### src/rtl/mcrst_pkg.sv
package mcrst_pkg;

    // Register slots in the reset-load vector; the order defines bit/byte positions
    typedef enum logic [4:0] {
        SFR_ACC, SFR_B, SFR_PSW, SFR_SP, SFR_DPL, SFR_DPH, SFR_PCL, SFR_PCH,
        SFR_P0, SFR_P1, SFR_P2, SFR_P3, SFR_IP, SFR_IE, SFR_TMOD, SFR_TCON,
        SFR_TL0, SFR_TH0, SFR_TL1, SFR_TH1, SFR_SCON, SFR_SBUF, SFR_PCON,
        SFR_COUNT
    } sfr_idx_e;

    localparam int NUM_SFR = int'(SFR_COUNT);
    localparam int SFR_W   = 8;

    // Qualifier phases
    typedef enum logic [1:0] {
        Q_IDLE   = 2'd0,
        Q_ARMED  = 2'd1,
        Q_ACTIVE = 2'd2
    } qual_e;

    // Machine timing slot seen by the sampler
    typedef struct packed {
        logic [2:0] state;
        logic       phase;
    } mslot_t;

    // Reset byte of a register; undefined bits are driven low
    function automatic logic [SFR_W-1:0] sfr_reset_byte(input int idx);
        logic [SFR_W-1:0] v;
        case (idx)
            int'(SFR_P0), int'(SFR_P1), int'(SFR_P2), int'(SFR_P3): v = 8'hFF;
            int'(SFR_SP):                                           v = 8'h07;
            default:                                                v = 8'h00;
        endcase
        return v;
    endfunction

    // The serial data buffer keeps its content through reset
    function automatic logic sfr_reloads(input int idx);
        return idx != int'(SFR_SBUF);
    endfunction

endpackage

### src/rtl/mcrst_sync.sv
module mcrst_sync #(
    parameter int STAGES = 2
) (
    input  logic clk,
    input  logic rst,
    input  logic din,
    output logic dout
);
    logic [STAGES-1:0] chain;

    always_ff @(posedge clk) begin
        if (rst) chain <= '0;
        else     chain <= {chain[STAGES-2:0], din};
    end

    assign dout = chain[STAGES-1];
endmodule

### src/rtl/mcrst_qual.sv
module mcrst_qual
    import mcrst_pkg::*;
#(
    parameter int HOLD_PERIODS    = 19,
    parameter int CONFIRM_SAMPLES = 2,
    parameter int SAMPLE_STATE    = 5,
    parameter int SAMPLE_PHASE    = 1
) (
    input  logic       clk,
    input  logic       rst,
    input  logic       pin_s,
    input  logic [2:0] mc_state,
    input  logic       mc_phase,
    output logic       int_rst,
    output logic       port_hold,
    output logic       seq_restart
);
    localparam int CW = $clog2(HOLD_PERIODS + 1);
    localparam int HW = $clog2(CONFIRM_SAMPLES + 1);

    qual_e   q;
    logic [CW-1:0] cnt;
    logic [HW-1:0] hits;
    mslot_t  slot;
    logic    strobe;
    logic    confirmed;
    logic    window_done;

    assign slot        = '{state: mc_state, phase: mc_phase};
    assign strobe      = (slot.state == 3'(SAMPLE_STATE)) && (slot.phase == 1'(SAMPLE_PHASE));
    assign confirmed   = hits >= HW'(CONFIRM_SAMPLES);
    assign window_done = cnt >= CW'(HOLD_PERIODS);

    always_ff @(posedge clk) begin
        if (rst) begin
            q    <= Q_IDLE;
            cnt  <= '0;
            hits <= '0;
        end else begin
            case (q)
                Q_IDLE: begin
                    if (strobe && pin_s) begin
                        q    <= Q_ARMED;
                        cnt  <= CW'(1);
                        hits <= HW'(1);
                    end
                end
                Q_ARMED: begin
                    if (strobe && !pin_s) begin
                        q    <= Q_IDLE;
                        cnt  <= '0;
                        hits <= '0;
                    end else if (window_done && confirmed) begin
                        q    <= Q_ACTIVE;
                        cnt  <= '0;
                        hits <= '0;
                    end else begin
                        if (!window_done) cnt <= cnt + CW'(1);
                        if (strobe && !confirmed) hits <= hits + HW'(1);
                    end
                end
                Q_ACTIVE: begin
                    if (strobe && !pin_s) q <= Q_IDLE;
                end
                default: q <= Q_IDLE;
            endcase
        end
    end

    assign int_rst     = (q == Q_ACTIVE);
    assign port_hold   = (q == Q_ARMED);
    assign seq_restart = (q == Q_ACTIVE) && strobe && !pin_s;
endmodule

### src/rtl/mcrst_load.sv
module mcrst_load
    import mcrst_pkg::*;
(
    input  logic                     int_rst,
    output logic [NUM_SFR-1:0]       sfr_load,
    output logic [NUM_SFR*SFR_W-1:0] sfr_value
);
    for (genvar i = 0; i < NUM_SFR; i++) begin : g_reg
        assign sfr_load[i]               = int_rst & sfr_reloads(i);
        assign sfr_value[i*SFR_W +: SFR_W] = sfr_reset_byte(i);
    end
endmodule

### src/rtl/mcrst_top.sv
module mcrst_top
    import mcrst_pkg::*;
#(
    parameter int SYNC_STAGES     = 2,
    parameter int HOLD_PERIODS    = 19,
    parameter int CONFIRM_SAMPLES = 2,
    parameter int SAMPLE_STATE    = 5,
    parameter int SAMPLE_PHASE    = 1
) (
    input  logic                     clk,
    input  logic                     rst,
    input  logic                     rst_pin,
    input  logic [2:0]               mc_state,
    input  logic                     mc_phase,
    output logic                     int_rst,
    output logic                     port_hold,
    output logic                     seq_restart,
    output logic [NUM_SFR-1:0]       sfr_load,
    output logic [NUM_SFR*SFR_W-1:0] sfr_value
);
    logic pin_s;

    mcrst_sync #(.STAGES(SYNC_STAGES)) u_sync (
        .clk  (clk),
        .rst  (rst),
        .din  (rst_pin),
        .dout (pin_s)
    );

    mcrst_qual #(
        .HOLD_PERIODS    (HOLD_PERIODS),
        .CONFIRM_SAMPLES (CONFIRM_SAMPLES),
        .SAMPLE_STATE    (SAMPLE_STATE),
        .SAMPLE_PHASE    (SAMPLE_PHASE)
    ) u_qual (
        .clk         (clk),
        .rst         (rst),
        .pin_s       (pin_s),
        .mc_state    (mc_state),
        .mc_phase    (mc_phase),
        .int_rst     (int_rst),
        .port_hold   (port_hold),
        .seq_restart (seq_restart)
    );

    mcrst_load u_load (
        .int_rst   (int_rst),
        .sfr_load  (sfr_load),
        .sfr_value (sfr_value)
    );
endmodule

### config.mk
export PLATFORM = sky130hd
export DESIGN_NAME = mcrst_top
export DESIGN_NICKNAME = d
export VERILOG_FILES = /design/src/rtl/mcrst_pkg.sv /design/src/rtl/mcrst_sync.sv /design/src/rtl/mcrst_qual.sv /design/src/rtl/mcrst_load.sv /design/src/rtl/mcrst_top.sv
export SDC_FILE = /design/constraint.sdc
export NUM_CORES = 1
export LEC_CHECK = 0
export CAP_MARGIN = 20
export CORE_MARGIN = 10
export CORE_UTILIZATION = 27
export CTS_CLUSTER_DIAMETER = 120
export DETAILED_ROUTE_END_ITERATION = 10
export PLACE_DENSITY_LB_ADDON = 0.08
export SLEW_MARGIN = 20
export SYNTH_ARGS = -nofsm -noshare
export SYNTH_HDL_FRONTEND = slang
export SYNTH_HIERARCHICAL = 1
export SYNTH_SLANG_ARGS = --single-unit
### constraint.sdc
create_clock -name clk -period 1.9 [get_ports clk]
set_clock_uncertainty 0.2 [all_clocks]
set_input_delay 0.285 -clock clk [delete_from_list [all_inputs] [get_ports clk]]
set_output_delay 0.285 -clock clk [all_outputs]
set_load 0.05 [all_outputs]
### After elaboration in Yosys (flattened, before gate mapping)

Cells that the tools add are included.
Widths: inputs -> output; s select.

* register bits: 11
* input bits: 7
* output and inout port bits: 210
* word-level logic and storage cells: 44

* add/sub/neg operators: 2
* magnitude comparators: 2
* equal/unequal tests: 8
* multiplexer cells: 14
* reduce and logical (&&, ||, !) cells: 14

Operator list (count)
* $mux 5: 4
* $mux 2: 7
* $pmux 5 s2: 1
* $reduce_and 3->1: 3
* $logic_and 1x1->1: 7
* $pmux 2 s3: 1
* $add 5x1->5 const B: 1
* $ge 5x5->1 const B: 1
* $ne 2x1->1 const B: 2
* $ne 4x1->1 const B: 1
* $ne 4x4->1 const B: 1
* $pmux 2 s2: 1
* $eq 3x3->1 const B: 1
* $ne 3x1->1 const B: 1
* $add 2x1->2 const B: 1
* $eq 2x1->1 const B: 1
* $eq 2x2->1 const B: 1
* $ge 2x2->1 const B: 1
* $logic_not 1->1: 2
* $logic_not 2->1: 1
* $reduce_bool 2->1: 1

### Logic depth before layout (Yosys ltp)

* depth after elaboration: 7
* gate-level depth with buffers: 8
* mapped depth without buffers: 7

### Cells and area by module

The synthesis kept the hierarchy.

Modules (own cells, without submodules)
* mcrst_load: instances 1, cells an instance 209, area each 1561.5 µm², seq. area each 0.0 µm²
* mcrst_qual: instances 1, cells an instance 65, area each 563.0 µm², seq. area each 180.2 µm²
* mcrst_sync: instances 1, cells an instance 4, area each 52.6 µm², seq. area each 40.0 µm²

### Least setup slack after synthesis

OpenSTA, ideal clock, no wires.

* path kind: flip-flop to output port
* start: register u_qual.q[1]
* end: output port seq_restart
* arrival: 2.560 ns
* data required time: 1.415 ns
* slack: -1.145 ns
* cell stages (with the launch flop): 3
* buffers on the path: 0
* path through: dfxtp_1 > nor2b_1 > and2_1

* word-level cells in the longest chain between the ends: 3

RTL lines
* start, declared: RTL line mcrst_qual.sv:21 `qual_e q;`
* start signal, assigned: RTL line mcrst_qual.sv:36 `q <= Q_IDLE;`
* start signal, assigned: RTL line mcrst_qual.sv:43 `q <= Q_ARMED;`
* start signal, assigned: RTL line mcrst_qual.sv:50 `q <= Q_IDLE;`
* $eq 2x2->1
* via int_rst: RTL line mcrst_top.sv:15 `output logic int_rst,`
* $logic_and 1x1->1 (2 in series): RTL line mcrst_qual.sv:72 `assign seq_restart = (q == Q_ACTIVE) && strobe && !pin_s;`
* end, declared: RTL line mcrst_top.sv:17 `output logic seq_restart,`

The timed path passes the listed nets, and every way through them passes these cells.

### Worst setup path in the final report

* start: register u_qual.cnt[1]
* end: register u_qual.cnt[3]

* word-level cells in the longest chain between the ends: 5
* elaborated cells on any way between the ends: 9
* those cells by class: 1 x add/sub; 1 x order compare; 1 x eq/ne; 4 x mux; 2 x reduce/logical

RTL lines
* start, declared: RTL line mcrst_qual.sv:22 `logic [CW-1:0] cnt;`
* start signal, assigned: RTL line mcrst_qual.sv:58 `if (!window_done) cnt <= cnt + CW'(1);`
* $add 5x1->5 / $ge 5x5->1 (equally long branches): RTL line mcrst_qual.sv:58, mcrst_qual.sv:32
* $mux 5 / $logic_and 1x1->1 (equally long branches): RTL line mcrst_qual.sv:58, mcrst_qual.sv:53
* $mux 5: RTL line mcrst_qual.sv:53 `end else if (window_done && confirmed) begin`
* $mux 5: RTL line mcrst_qual.sv:49 `if (strobe && !pin_s) begin`
* $pmux 5 s2: RTL line mcrst_qual.sv:40 `case (q)`

Several ways; a longest one is shown, not always the timed one. The select of a mux whose other input is x is not followed.
A chain may end at the register's enable or synchronous reset.

==> results.tsv <==
metric	value	unit
antenna_left	0	
max_stage_delay	0.35	ns
finalCriticalPeriod	1.94	ns
setup_ws	-0.0374	ns
core_area	0.00777	sq mm
drive_above_1_share	20.0	%
multi_input_area	0.00111	sq mm
cts_max_path_buffers	2	
synth-simple-area-share	7.64	%
via_per_inst	2.91	
regArea	221	sq um
antenna_found_initial	0	
postSynthAreaPerCell	7.83	sq um
fin_nets	315	
synthArstFlopShare	0	%
netlist_instances	278	
ios	217	
violations	setup timing	
power.leakage	1.20	nW
hold_depth	1	
cts_tree	built	
ys_seq_elements	11	
drt_iter0_markers	32	
cp.arrival	1.88	ns
setup_viol	3	
clockPowerShare	13.5	%
rsz0062_at_grt	yes	
path_max_fanout	8	
critPathKind	reg2reg	
grt_pass1_wl	6380	um
clkTransAtPathRegs	0.05	ns
p_switching	1.21	mW
min-delay-start	u_sync/chain[0]	
track_usage	6.59	%
power_density	816	mW/mm^2
finalCritPeriodShare	102	%
nFillCells	846	
area_growth_syn_to_layout	2.87	%
worstRegToRegCells	7	
place_inst	402	
wl	5040	um
synth_edf_count	0	
cts_made_buffers	3	
synthAdderAreaFrac	1.15	%
status	finished, violations left	
synth.area.mux_share	0	%
final_cells	407	
pwr-share-comb	72.8	%
fp.dieH	110	um
clk_latency	0.24	ns
fin_tns_setup	-0.0958	ns
cap_viol_max_count	0	
dieWidth	110	um
core.rowCount	32	
crit_path_end_kind	register	
yosysUniqueCellTypes	34	
grt_pass1_vias	1181	
min_to	u_sync/chain[1]	
num_vias	1186	
cts.htree.levels	1	
hold_class	reg2reg	
die_area	0.0121	sq mm
initial_utilization	28.0	%
wl_per_cell	12.4	um
reg2reg_slack	-0.04	ns
cts_hold_buf	0	
rr_startpoint	u_qual/cnt[1]	
ys_seq_area_share	10.1	%
crit_path_start_kind	register	
synth-xor-area-share	0	%
portBuffers	31	
remaining_drc_errors	0	
crit_chain	ha_4 > a2111o_1 > o2111a_2 > a211oi_4 > buf_6 > nand2_2 > o41ai_2	
netlist_area	0.00218	sq mm
finalMaxSlewViolations	0	
synth_top_family_by_area	buffers and inverters	
cpMaxStageDelayCell	dfxtp_1	
diodes	0	
overflow	0	
power_frac_seq	13.7	%
dp_hpwl	4560	um
cp.required	1.84	ns
gp_congestion	0.762	
ys.warnings.count	6	
synth_top_flop_cell	dfxtp_1	
hold_viol_final	0	
fmax	516	MHz
synth_compound_area_share	8.10	%
first_pass_iters	4	
p_int	623	uW
clock-sinks	11	
cts_root_buf	clkbuf_8	
grt_max_degree	25	
ir_drop	0.000243	V
p_sw_share	65.9	%
reg2reg_to	u_qual/cnt[3]	
[Yosys cell counts (2+ instances only)]
cell type  instances  area (sq um)
and2_1             2          12.5
inv_1              5          18.8
nor2_1             6          22.5
o21a_1             2          15.0
nand2b_1           2          12.5
nand2_1            3          11.3
a31oi_1            2          12.5
dfxtp_1           11           220
buf_4            207          1550
o31ai_1            2          15.0
nand3_1            5          25.0
nor2b_1            4          25.0
nor4_1             2          12.5
o32ai_1            2          17.5
conb_1             2          7.51
a21oi_1            2          10.0
ha_1               2          25.0
[routing by layer]
metal | global-route usage [%] | up-vias | share of wire [%]
met5 | 0 | - | 0
met4 | 1.12 | 0 | 0.20
met3 | 2.34 | 2 | 16
met2 | 13.0 | 114 | 53
met1 | 6.45 | 524 | 32
li1 | - | 546 | -
[placed cells by master, fill, tap and decap left out, drive strengths merged]
master         count
a41o               1
nand4              1
nor3b              1
buf               43
a31oi              2
or3                1
clkdlybuf4s50      2
clkbuf             4
nand2b             2
a2bb2oi            1
nand4b             1
dlygate4sd2        2
and2               2
nor2               6
nand3              5
nor4               2
o32ai              2
o31ai              2
o2111a             1
o21a               2
a211o              1
a2111o             1
nand2              4
ha                 2
conb             185
dlymetal6s2s       2
o21ai              1
inv                5
and4b              1
a21oi              2
o41ai              1
a211oi             2
nor2b              4
dfxtp             11
[flip-flops by register name, indices dropped and copies added, names as in the netlist]
signal	cells
u_qual/cnt	5
u_qual/hits	2
u_qual/q	2
u_sync/chain	2
[repair_timing]
item	in CTS	in global routing
endpoints found under the setup margin	8	7
gates resized for setup	10	4
setup buffers	1	0
pin swaps	3	3
[worst max-delay path: cells and delay by family, from the launching register on]
| kind | cells | cell delay [ns] |
|---|---|---|
| AOI/OAI and AO/OA | 4 | 0.89 |
| adders and majority gates | 1 | 0.17 |
| buffers and inverters | 1 | 0.16 |
| DFF | 1 | 0.35 |
| and+or+nand+nor | 1 | 0.07 |
[power groups by stage]
stage               Combinational, mW  Clock [mW]  Sequential (mW)
global placement                 1.31           0            0.254
CTS                              1.32       0.256            0.249
finish                           1.33       0.247            0.250
floorplan                        1.38           0            0.257
global route                     1.37       0.264            0.251
detailed placement               1.31           0            0.253
[metrics by stage]
step	power, mW	setup WS, ns	hold WS, ns	instance area (sq um)	utilization [%]
after CTS	1.82	-0.0580	0.241	2220	28.5
after global placement	1.57	-0.284	0.226	2140	27.6
final	1.83	-0.0374	0.236	2240	28.8
after floorplan	1.63	-0.0471	0.157	2880	-
after global routing	1.89	-0.129	0.257	2240	28.8
after detailed placement	1.56	-0.276	0.228	2140	27.6
[kinds of logic after synthesis]
group,after synthesis
flops,11
buf+inv,214
fa+ha+maj,2
compound gates,19
simple gates,30
other cells,2
[area by class of cell]
cell class	count	share of cell area (%)
Tap cell	102	5.70
Multi-Input combinational cell	236	49.7
Clock buffer	4	2.01
Sequential cell	11	9.89
Inverter	5	0.838
Timing Repair Buffer	49	31.9
[how the worst max path moves through the flow]
stage,from,endpoint,cells after the start
after global routing,u_qual/cnt[0],u_qual/cnt[3],7
final,u_qual/cnt[1],u_qual/cnt[3],7
after detailed placement,mc_phase,u_qual/q[1],7
after CTS,mc_state[1],seq_restart,6
after floorplan,u_qual/q[0],u_qual/cnt[3],5
after global placement,mc_state[0],u_qual/q[1],7
Note: power is estimated with default switching activity, not from simulation.
